==> src/rtl/mpd_avg_pkg.sv <==
package mpd_avg_pkg;

  // Default divide ratio; must be even and at least 2.
  localparam int unsigned DEF_RATIO = 10;

  // Counter width needed to count to n-1 (never below one bit).
  function automatic int unsigned cnt_width(input int unsigned n);
    return (n > 1) ? $clog2(n) : 1;
  endfunction

endpackage

==> src/rtl/mpd_reset_sync.sv <==
// Asynchronous assertion, release retimed onto the rising clock edge.
module mpd_reset_sync #(
  parameter int unsigned STAGES = 2
) (
  input  logic clk,
  input  logic arst_n,
  output logic rst_n_o
);

  logic [STAGES-1:0] sync_q;
  logic [STAGES-1:0] sync_d;

  always_comb begin
    sync_d = {sync_q[STAGES-2:0], 1'b1};
  end

  always_ff @(posedge clk or negedge arst_n) begin
    if (!arst_n) begin
      sync_q <= '0;
    end else begin
      sync_q <= sync_d;
    end
  end

  assign rst_n_o = sync_q[STAGES-1];

endmodule

==> src/rtl/mpd_div_counter.sv <==
// Divide-by-RATIO square wave: level toggles every RATIO/2 rising edges.
module mpd_div_counter
  import mpd_avg_pkg::*;
#(
  parameter int unsigned RATIO = DEF_RATIO
) (
  input  logic clk,
  input  logic rst_n,
  input  logic cnt_en,
  output logic div_o
);

  localparam int unsigned HALF = RATIO / 2;
  localparam int unsigned CW   = cnt_width(HALF);
  localparam logic [CW-1:0] LAST = CW'(HALF - 1);

  logic [CW-1:0] cnt_q, cnt_d;
  logic          lvl_q, lvl_d;
  logic          wrap;

  always_comb begin
    wrap  = (cnt_q == LAST);
    cnt_d = cnt_q;
    lvl_d = lvl_q;
    if (cnt_en) begin
      if (wrap) begin
        cnt_d = '0;
        lvl_d = ~lvl_q;
      end else begin
        cnt_d = cnt_q + CW'(1);
      end
    end
  end

  always_ff @(posedge clk or negedge rst_n) begin
    if (!rst_n) begin
      cnt_q <= '0;
      lvl_q <= 1'b0;
    end else begin
      cnt_q <= cnt_d;
      lvl_q <= lvl_d;
    end
  end

  assign div_o = lvl_q;

endmodule

==> src/rtl/mpd_tap_chain.sv <==
// Retiming chain: one register per tap, even stages on the rising edge,
// odd stages on the falling edge, giving half-period spacing.
module mpd_tap_chain #(
  parameter int unsigned TAPS = 10
) (
  input  logic            clk,
  input  logic            rst_n,
  input  logic            din,
  output logic [TAPS-1:0] taps_o
);

  logic [TAPS-1:0] stage_v;

  for (genvar k = 0; k < TAPS; k++) begin : g_stage
    logic src;
    logic q_r;

    if (k == 0) begin : g_head
      assign src = din;
    end else begin : g_link
      assign src = stage_v[k-1];
    end

    if ((k % 2) == 0) begin : g_rise
      always_ff @(posedge clk or negedge rst_n) begin
        if (!rst_n) begin
          q_r <= 1'b0;
        end else begin
          q_r <= src;
        end
      end
    end else begin : g_fall
      always_ff @(negedge clk or negedge rst_n) begin
        if (!rst_n) begin
          q_r <= 1'b0;
        end else begin
          q_r <= src;
        end
      end
    end

    assign stage_v[k] = q_r;
  end

  assign taps_o = stage_v;

endmodule

==> src/rtl/mpd_avg_divider.sv <==
module mpd_avg_divider
  import mpd_avg_pkg::*;
#(
  parameter int unsigned RATIO = DEF_RATIO
) (
  input  logic             clk_in,
  input  logic             rst_n,
  output logic [RATIO-1:0] taps_out
);

  logic rst_int_n;
  logic div_sq;

  mpd_reset_sync #(
    .STAGES (2)
  ) u_rst (
    .clk     (clk_in),
    .arst_n  (rst_n),
    .rst_n_o (rst_int_n)
  );

  mpd_div_counter #(
    .RATIO (RATIO)
  ) u_div (
    .clk    (clk_in),
    .rst_n  (rst_int_n),
    .cnt_en (1'b1),
    .div_o  (div_sq)
  );

  mpd_tap_chain #(
    .TAPS (RATIO)
  ) u_chain (
    .clk    (clk_in),
    .rst_n  (rst_int_n),
    .din    (div_sq),
    .taps_o (taps_out)
  );

endmodule

==> config.mk <==
export PLATFORM = sky130hd
export DESIGN_NAME = mpd_avg_divider
export DESIGN_NICKNAME = d
export VERILOG_FILES = /design/src/rtl/mpd_avg_pkg.sv /design/src/rtl/mpd_reset_sync.sv /design/src/rtl/mpd_div_counter.sv /design/src/rtl/mpd_tap_chain.sv /design/src/rtl/mpd_avg_divider.sv
export SDC_FILE = /design/constraint.sdc
export NUM_CORES = 1
export LEC_CHECK = 0
export BUFFER_PORTS_ARGS = -buffer_cell sky130_fd_sc_hd__buf_2
export CAP_MARGIN = 20
export CORE_MARGIN = 4
export CORE_UTILIZATION = 40
export CTS_BUF_LIST = sky130_fd_sc_hd__clkbuf_4
export DETAILED_ROUTE_END_ITERATION = 10
export PLACE_DENSITY = 0.64
export SYNTH_ARGS = -nofsm -noshare
export SYNTH_HDL_FRONTEND = slang
export SYNTH_SLANG_ARGS = --single-unit
export TNS_END_PERCENT = 1
==> constraint.sdc <==
create_clock -name clk_in -period 1.6 [get_ports clk_in]
set_input_delay 0.16 -clock clk_in [delete_from_list [all_inputs] [get_ports clk_in]]
set_output_delay 0.16 -clock clk_in [all_outputs]
set_load 0.02 [all_outputs]
==> results.json <==
{
  "final_common_cell": "dfrtp_1",
  "run_status": "complete, but fails checks",
  "gp_congestion": 0.7048,
  "ys_types": 11,
  "n_fill_cell": 126,
  "cpPeakStageDelay_ns": 0.43,
  "h-tree-depth": 1,
  "start_util": 0.4212,
  "layout-drive-gt1-share": 0.4130,
  "rsz0062_at_grt": "yes",
  "clockBufferDepth": 2,
  "syn-mean-instance-area_sq_um": 15.22,
  "synth_top_area_frac": 0.5023,
  "grt_pass1_vias": 270,
  "clockRootBuffer": "clkbuf_4",
  "yosysWarningCount": 0,
  "areaGrowthSynthToFinish_pct": 17.58,
  "syn_area_sq_um": 548.0,
  "numCtsBuffers": 3,
  "register_area_sq_um": 400.4,
  "cp_max_fo": 2,
  "postPlaceCellArea_sq_um": 554.3,
  "grt_first_pass_wirelength_mm": 1.110,
  "seq_area_frac_synth": 0.7306,
  "die-area_sq_mm": 0.002026,
  "critPathTopFamily": "flip-flops",
  "drc": 0,
  "core_area_sq_mm": 0.001301,
  "syn_nets": 40,
  "critPathBufInv": 1,
  "hpwl_microns": 540.7,
  "slew_viol_final": 0,
  "die_w_microns": 45.02,
  "routedWlPerCell_microns": 11.02,
  "grt_overflow": 0,
  "ys_seq_elements": 16,
  "fin_cells": 61,
  "drtAntennaViolNets": 0,
  "cts_tree": "done",
  "antenna_found_initial": 0,
  "synthCells": 36,
  "yosysTopAreaCell": "dfrtp_1",
  "fin_nets": 51,
  "ir_drop_mv": 0.3969,
  "hold_path.class": "flop to asynchronous set/reset pin",
  "arrival_ns": 1.62,
  "drv_cap": 0,
  "path_cells": "buf_6",
  "grt_usage": 0.08007,
  "p_total_uw": 621.1,
  "worstSkewPairLatency_ns": 0.28,
  "worst_setup_path_end_kind": "output pin",
  "synth_top_cells_by_area": "dfrtp_1 (50%), dfrtn_1 (23%), buf_4 (14%)",
  "skew_ns": 0.01064,
  "final_area_sq_um": 644.4,
  "fp.dieH_microns": 45.02,
  "critPathRequiredTime_ns": 1.44,
  "path_class": "flop to output pin",
  "firstDrtPassIters": 1,
  "vias": 252,
  "viasPerCell": 4.131,
  "most-common-layout-cells": "dfrtp_1 (11), buf_2 (6), buf_6 (5), dfrtn_1 (5), buf_4 (4)",
  "multi_input_area_sq_um": 65.06,
  "p_per_area_mw_per_mm2": 963.8,
  "port_buffers": 11,
  "place_ws_ns": 0.07405,
  "rrSetupSlack_ns": 0.21,
  "path_clk_slew_ns": 0.09,
  "violations": "setup timing",
  "antenna_cells": 0,
  "ios": 12,
  "start_kind": "flop",
  "setup_viol": 5,
  "setup_slack_ns": -0.1842,
  "leakagePower_nw": 0.3336,
  "setup_tns_ns": -0.8757,
  "dp.cells": 53,
  "drtIter0Drc": 0,
  "slowest_stage": "dfrtn_1",
  "hold_violations": 0,
  "cts.sinks": 16,
  "num_rows": 13,
  "grt_max_degree": 10,
  "wl_microns": 672
}
[per-layer routing]
metal | vias up | global-route usage | share of wire
li1 | 118 | - | -
met1 | 126 | 0.08505 | 0.39
met2 | 8 | 0.1271 | 0.52
met3 | 0 | 0.03586 | 0.085
met4 | 0 | 0.05263 | 0
met5 | - | 0 | 0
[final timing paths]
| path | start | end | depth (start not counted) |
|---|---|---|---|
| setup / recovery | u_chain.g_stage[1].q_r | taps_out[1] | 1 |
| setup reg to reg | u_chain.g_stage[7].q_r | u_chain.g_stage[8].q_r | 1 |
| min in group clk_in | u_rst.sync_q[0] | u_rst.sync_q[1] | 0 |
| max in group asynchronous | u_rst.sync_q[1] | u_chain.g_stage[9].q_r | 0 |
| hold / removal | u_rst.sync_q[1] | u_chain.g_stage[4].q_r | 0 |
| hold reg to reg | u_rst.sync_q[1] | u_chain.g_stage[4].q_r | 0 |
[kinds of logic after synthesis]
family          share of synthesized area
flops                              0.7306
compound gates                   0.009124
buf+inv                            0.1507
xor+xnor                          0.01598
fa+ha+maj                         0.04565
simple gates                      0.01369
other cells                      0.006843
mux                               0.02739
[synthesized netlist by cell type]
cell	instances
xnor2_1	1
dfrtp_1	11
dfrtn_1	5
mux2_4	1
inv_1	2
conb_1	1
nand2_1	1
ha_1	2
a21oi_1	1
nor2_1	1
buf_4	10
[where the power goes]
| group | internal [mW] | total [mW] | switching (mW) |
|---|---|---|---|
| Sequential | 0.407 | 0.411 | 0.00424 |
| Clock | 0.0901 | 0.202 | 0.112 |
| Combinational | 0.00401 | 0.00794 | 0.00394 |
| Total | 0.501 | 0.621 | 0.120 |
[layout make-up]
cell class | count | share of cell area
clock buffers | 3 | 0.03495
clock inverters | 1 | 0.005825
inverters | 2 | 0.01165
multi-input cells | 8 | 0.1010
flip-flops and latches | 16 | 0.6214
well taps | 15 | 0.02913
repair buffers | 16 | 0.1961
[metrics by stage]
stage | util | hold WS, ns
after floorplan | - | -0.1356
after global placement | 0.4260 | -0.05384
after detailed placement | 0.4260 | -0.05300
after CTS | 0.4952 | 0.1541
after global routing | 0.4952 | 0.1777
final | 0.4952 | 0.1302
[what timing repair did]
action | in CTS | in global routing
resized for setup | 10 | 0
hold buffers | 1 | 0
hold endpoints to repair | 2 | 0
setup endpoints to repair | 5 | 5
setup buffers | 3 | 0
[registers in the layout, indices dropped and copies added, names as in the netlist]
| name | cells |
|---|---|
| u_chain.g_stage.q_r | 10 |
| u_div.cnt_q | 3 |
| u_rst.sync_q | 2 |
| u_div.div_o | 1 |
No activity file was read; power rests on OpenSTA's default activity.
